**src/rtl/cs_pkg.sv**
```systemverilog
package cs_pkg;
  localparam int CTRL_W  = 8;
  localparam int CODE_W  = 4;
  localparam int STEP    = 4;
  localparam int EN_BIT  = 7;
  localparam int CNT_W   = $clog2(STEP * (2 ** CODE_W));

  typedef struct packed {
    logic              en;
    logic [CODE_W-1:0] code;
  } ctrl_t;
endpackage

```
**src/rtl/cs_ctrl_reg.sv**
```systemverilog
module cs_ctrl_reg
  import cs_pkg::*;
(
  input  logic              clk,
  input  logic              rst,
  input  logic              we,
  input  logic              en_in,
  input  logic [CODE_W-1:0] code_in,
  output ctrl_t             ctrl_o,
  output logic [CTRL_W-1:0] rdata_o
);
  ctrl_t ctrl_q;

  always_ff @(posedge clk) begin
    if (rst) begin
      ctrl_q <= '0;
    end else if (we) begin
      ctrl_q.en   <= en_in;
      ctrl_q.code <= code_in;
    end
  end

  always_comb begin
    rdata_o                = '0;
    rdata_o[EN_BIT]        = ctrl_q.en;
    rdata_o[CODE_W-1:0]    = ctrl_q.code;
  end

  assign ctrl_o = ctrl_q;
endmodule

```
**src/rtl/cs_edge_sync.sv**
```systemverilog
module cs_edge_sync #(
  parameter int STAGES = 2
) (
  input  logic clk,
  input  logic rst,
  input  logic async_i,
  output logic level_o,
  output logic rise_o
);
  logic [STAGES-1:0] sync_q;
  logic              prev_q;

  generate
    if (STAGES == 1) begin : g_one
      always_ff @(posedge clk) begin
        if (rst) sync_q <= '0;
        else     sync_q <= async_i;
      end
    end else begin : g_many
      always_ff @(posedge clk) begin
        if (rst) sync_q <= '0;
        else     sync_q <= {sync_q[STAGES-2:0], async_i};
      end
    end
  endgenerate

  always_ff @(posedge clk) begin
    if (rst) prev_q <= 1'b0;
    else     prev_q <= sync_q[STAGES-1];
  end

  assign level_o = sync_q[STAGES-1];
  assign rise_o  = sync_q[STAGES-1] & ~prev_q;
endmodule

```
**src/rtl/cs_delay_timer.sv**
```systemverilog
module cs_delay_timer
  import cs_pkg::*;
(
  input  logic              clk,
  input  logic              rst,
  input  logic              en_i,
  input  logic [CODE_W-1:0] code_i,
  input  logic              rise_i,
  input  logic              level_i,
  output logic              trig_o
);
  logic [CNT_W-1:0] cnt_q;
  logic             active_q;
  logic [CNT_W:0]   load_wide;

  // Step count minus one, so a zero count marks expiry
  assign load_wide = (CNT_W+1)'(STEP) * ((CNT_W+1)'(code_i) + 1'b1) - 1'b1;

  always_ff @(posedge clk) begin
    if (rst) begin
      cnt_q    <= '0;
      active_q <= 1'b0;
      trig_o   <= 1'b0;
    end else begin
      trig_o <= 1'b0;
      if (!en_i) begin
        active_q <= 1'b0;
      end else if (rise_i) begin
        active_q <= 1'b1;
        cnt_q    <= load_wide[CNT_W-1:0];
      end else if (active_q) begin
        if (!level_i) begin
          active_q <= 1'b0;
        end else if (cnt_q == '0) begin
          active_q <= 1'b0;
          trig_o   <= 1'b1;
        end else begin
          cnt_q <= cnt_q - 1'b1;
        end
      end
    end
  end

  assert_trig_single_R8: assert property (@(posedge clk) disable iff (rst)
    trig_o |=> !trig_o);

  assert_trig_needs_level_R6: assert property (@(posedge clk) disable iff (rst)
    $rose(trig_o) |-> $past(level_i));

  assert_cancel_on_fall_R6: assert property (@(posedge clk) disable iff (rst)
    (active_q && !level_i && !rise_i) |=> (!active_q && !trig_o));

  assert_disable_abort_R5: assert property (@(posedge clk) disable iff (rst)
    !en_i |=> (!active_q && !trig_o));
endmodule

```
**src/rtl/pwm_conv_start_delay.sv**
```systemverilog
module pwm_conv_start_delay
  import cs_pkg::*;
#(
  parameter int SYNC_STAGES = 2
) (
  input  logic              clk,
  input  logic              rst,
  input  logic              bus_we,
  input  logic [CTRL_W-1:0] bus_wdata,
  output logic [CTRL_W-1:0] bus_rdata,
  input  logic              pwm_ls,
  output logic              conv_start
);
  ctrl_t ctrl;
  logic  ls_level;
  logic  ls_rise;
  logic  trig;
  logic  rsvd_unused;

  assign rsvd_unused = ^bus_wdata[EN_BIT-1:CODE_W];

  cs_ctrl_reg u_reg (
    .clk     (clk),
    .rst     (rst),
    .we      (bus_we),
    .en_in   (bus_wdata[EN_BIT]),
    .code_in (bus_wdata[CODE_W-1:0]),
    .ctrl_o  (ctrl),
    .rdata_o (bus_rdata)
  );

  cs_edge_sync #(.STAGES(SYNC_STAGES)) u_sync (
    .clk     (clk),
    .rst     (rst),
    .async_i (pwm_ls),
    .level_o (ls_level),
    .rise_o  (ls_rise)
  );

  cs_delay_timer u_timer (
    .clk     (clk),
    .rst     (rst),
    .en_i    (ctrl.en),
    .code_i  (ctrl.code),
    .rise_i  (ls_rise),
    .level_i (ls_level),
    .trig_o  (trig)
  );

  // Extra stage toward the ADC side
  always_ff @(posedge clk) begin
    if (rst) conv_start <= 1'b0;
    else     conv_start <= trig;
  end

  assert_out_follows_trig_R4: assert property (@(posedge clk) disable iff (rst)
    trig |=> conv_start);

  assert_out_only_from_trig_R4: assert property (@(posedge clk) disable iff (rst)
    $rose(conv_start) |-> $past(trig));
endmodule

```
**config.mk**
```make
export PLATFORM = sky130hd
export DESIGN_NAME = pwm_conv_start_delay
export DESIGN_NICKNAME = d
export VERILOG_FILES = /design/src/rtl/cs_pkg.sv /design/src/rtl/cs_ctrl_reg.sv /design/src/rtl/cs_edge_sync.sv /design/src/rtl/cs_delay_timer.sv /design/src/rtl/pwm_conv_start_delay.sv
export SDC_FILE = /design/constraint.sdc
export NUM_CORES = 1
export LEC_CHECK = 0
export ABC_CLOCK_PERIOD_IN_PS = 1900
export BUFFER_PORTS_ARGS = -buffer_cell sky130_fd_sc_hd__buf_2
export CAP_MARGIN = 20
export CORE_MARGIN = 2
export CORE_UTILIZATION = 50
export CTS_CLUSTER_SIZE = 40
export DETAILED_ROUTE_END_ITERATION = 7
export GPL_ROUTABILITY_DRIVEN = 1
export PLACE_DENSITY = 0.72
export SYNTH_ARGS = -nofsm -noshare
export SYNTH_HDL_FRONTEND = slang
export SYNTH_SLANG_ARGS = --single-unit
```
**constraint.sdc**
```tcl
create_clock -name clk -period 1.9 [get_ports clk]
set_clock_uncertainty 0.2 [all_clocks]
set_input_delay 0.095 -clock clk [delete_from_list [all_inputs] [get_ports clk]]
set_output_delay 0.095 -clock clk [all_outputs]
set_load 0.1 [all_outputs]
```
==> out/metrics.json <==
{
  "layout": {
    "nets": 136,
    "fillCellCount": 128,
    "num_antenna_cells": 0,
    "drive_above_1_share": 0.217,
    "postLayoutCoreUtil": 0.687,
    "area.growth.synth_to_final_pct": 26.6,
    "commonest_cells_after_routing_fill_and_taps_aside": "sky130_fd_sc_hd__dfxtp_1 (14), sky130_fd_sc_hd__buf_2 (14), sky130_fd_sc_hd__dlygate4sd3_1 (13)",
    "stdcell_count": 136
  },
  "die": {
    "initial_cell_density_of_the_core": 0.542,
    "row_count": 14,
    "top_ports": 21,
    "die_area_mm2": 0.00201,
    "floorplan.die.height_um": 44.9,
    "die_x_um": 44.9,
    "core_area_mm2": 0.00154
  },
  "setup_path": {
    "worst_setup_path_start_kind": "flop",
    "setup.worst_path.end_class": "flop",
    "register_to_register_setup_slack_ns": 0.15,
    "critPathRequiredTime_ns": 1.87,
    "crit_fanout": 6,
    "timing.setup.critical_path_class": "reg -> reg",
    "ff2ff_path_depth": 5,
    "worstPathArrival_ns": 1.72,
    "worst_r2r_endpoint": "u_timer.cnt_q[5]",
    "worstReg2RegStart": "u_reg.ctrl_o[0]"
  },
  "global_routing": {
    "via_count_of_the_first_global_routing_pass": 662,
    "grt_first_pass_wirelength_mm": 2.86,
    "grtUsageTotal": 0.195,
    "grt_remaining_overflow": 0,
    "initial_antenna_violation_count": 0,
    "grt_max_degree": 18
  },
  "clock_tree": {
    "cts_tree": "built",
    "clkLatencyLatePin_ns": 0.30,
    "cts_buffers": 3,
    "clk_root_buf": "sky130_fd_sc_hd__clkbuf_4",
    "clk_transition_reported_paths_ns": 0.11,
    "cts_hold_buffers": 13,
    "ctsHtreeMaxLevel": 1,
    "cts.path.max_buffers": 2,
    "clock-sinks": 17,
    "post_cts.repair.setup_buffers": 0,
    "post_cts.resized_instances": 0
  },
  "synth": {
    "postSynth.asyncResetShare": 0,
    "yosysSeqAreaShare": 0.407,
    "ys.warnings.count": 0,
    "synthesis.area_per_instance_um2": 8.99,
    "yosys_register_bits": 17,
    "postSynth.topFlopCell": "sky130_fd_sc_hd__dfxtp_1",
    "synth_edf_count": 0,
    "syn-instance-count": 93,
    "synth_cell_types": 31,
    "synthesis.area_um2": 836
  },
  "route": {
    "avgRoutedWirePerCell_um": 13.3,
    "wire_length_reported_by_the_detailed_router_mm": 1.82,
    "vias_per_cell": 5.53,
    "route.antenna.remaining_nets": 0,
    "detail_route.drc_violations": 0,
    "count_of_vias_placed_by_the_detailed_router": 752,
    "detailedRoute.firstIterationViolations": 10,
    "iteration_count_of_the_initial_detailed_routing_pass": 4
  },
  "hold_path": {
    "hold_path_depth": 1,
    "min_path_type": "reg -> reg",
    "hold_end": "conv_start",
    "worst_hold_startpoint": "u_timer.trig_o"
  },
  "outcome": {
    "outcome": "finished clean"
  },
  "pwr": {
    "power.leakage_nw": 0.452,
    "report.power.total_w": 0.000747,
    "worst_ir_drop_vdd_mv": 0.509,
    "power.density_cell_area_mw_per_mm2": 706
  },
  "placed_design": {
    "placed_wire_length_estimate_after_detailed_placement_mm": 1.15,
    "dp_worst_setup_slack_ns": 0.144,
    "buffer_ports.inserted": 14,
    "place.detailed.instances": 119,
    "place_congestion": 0.805
  },
  "sta": {
    "finalHoldViolCount": 0,
    "final.setup.tns_ns": 0,
    "min_period_over_period": 0.919,
    "setup_repair_after_global_routing_missed_its_margin": "no",
    "maximum_clock_rate_mhz": 572,
    "finalSetupViolations": 0,
    "timing_max_transition_violations_final": 0,
    "min_period_ns": 1.75,
    "post-route-worst-setup-slack_ns": 0.153
  },
  "job": {
    "timing.max_cap.violations": 0
  }
}
==> layer usage <==
layer,wire (um),part of all wire,global-route usage,vias up
met5,0,0,0,-
met4,19,0.010,0.0882,0
met3,70,0.039,0.0360,4
met2,919,0.51,0.333,19
met1,805,0.44,0.238,359
li1,-,-,-,370
==> final cells by class <==
| cell class | instances | area, um^2 | share of cell area |
|---|---|---|---|
| Tap cell | 16 | 20.0 | 0.0189 |
| Clock buffer | 3 | 22.5 | 0.0213 |
| Inverter | 3 | 11.3 | 0.0106 |
| Multi-Input combinational cell | 68 | 443 | 0.418 |
| Timing Repair Buffer | 28 | 208 | 0.196 |
| Sequential cell | 17 | 349 | 0.330 |
| Clock inverter | 1 | 5.00 | 0.00473 |
==> worst max-delay path: stages, from the launching register on <==
cell and delay, ns:
sky130_fd_sc_hd__dfxtp_4 0.37, sky130_fd_sc_hd__ha_1 0.34, sky130_fd_sc_hd__and3b_1 0.19, sky130_fd_sc_hd__o31ai_1 0.26, sky130_fd_sc_hd__xor2_1 0.17, sky130_fd_sc_hd__o22ai_1 0.10
==> where the power goes <==
group          internal, W  switching [W]  total [W]
registers         0.000367      0.0000129   0.000380
clock network    0.0000783       0.000119   0.000198
logic            0.0000567       0.000113   0.000169
==> synthesized netlist by cell type, types with 2 or more instances <==
cell type | number | area share
sky130_fd_sc_hd__mux2i_1 | 5 | 0.060
sky130_fd_sc_hd__and3_1 | 2 | 0.015
sky130_fd_sc_hd__a21oi_1 | 5 | 0.030
sky130_fd_sc_hd__nand2b_1 | 2 | 0.015
sky130_fd_sc_hd__nor2_1 | 11 | 0.049
sky130_fd_sc_hd__nor3_1 | 5 | 0.030
sky130_fd_sc_hd__nand3_1 | 3 | 0.018
sky130_fd_sc_hd__nor2b_1 | 6 | 0.045
sky130_fd_sc_hd__buf_4 | 4 | 0.036
sky130_fd_sc_hd__o21ai_0 | 3 | 0.018
sky130_fd_sc_hd__inv_1 | 3 | 0.013
sky130_fd_sc_hd__ha_1 | 3 | 0.045
sky130_fd_sc_hd__clkbuf_1 | 2 | 0.0090
sky130_fd_sc_hd__dfxtp_1 | 17 | 0.41
sky130_fd_sc_hd__nand2_1 | 5 | 0.022
sky130_fd_sc_hd__o31ai_1 | 2 | 0.018
==> cell families after synthesis <==
logic type / Yosys count / share of synthesized area
compound gates: 16 / 0.138
xor+xnor: 2 / 0.0210
fa+ha+maj: 3 / 0.0449
buf+inv: 10 / 0.0719
flops: 17 / 0.407
mux: 5 / 0.0599
other cells: 1 / 0.00449
simple gates: 39 / 0.253
==> through the flow <==
stage | hold WS [ns] | area, um^2
after floorplan | -0.0334 | 852
after global placement | 0.105 | 901
after detailed placement | 0.112 | 901
after CTS | 0.249 | 1060
after global routing | 0.266 | 1060
final | 0.247 | 1060
==> flip-flops by register name (all words and copies together) (netlist names) <==
| signal | flops |
|---|---|
| u_timer.cnt_q | 6 |
| u_reg.ctrl_o | 5 |
| u_sync.sync_q | 2 |
| conv_start | 1 |
| u_sync.prev_q | 1 |
| u_timer.active_q | 1 |
| u_timer.trig_o | 1 |
==> worst max path at each step <==
stage,startpoint,endpoint,slack [ns],cells past startpoint
2_1_floorplan,u_reg.ctrl_o[0],u_timer.cnt_q[5],0.06,5
3_3_place_gp,u_reg.ctrl_o[0],u_timer.cnt_q[5],0.19,5
3_5_place_dp,u_reg.ctrl_o[0],u_timer.cnt_q[5],0.14,5
4_1_cts,u_reg.ctrl_o[0],u_timer.cnt_q[5],0.13,5
5_1_grt,u_reg.ctrl_o[0],u_timer.cnt_q[5],0.03,5
6_report,u_reg.ctrl_o[0],u_timer.cnt_q[5],0.15,5
Note: power is estimated with default switching activity, not from simulation.
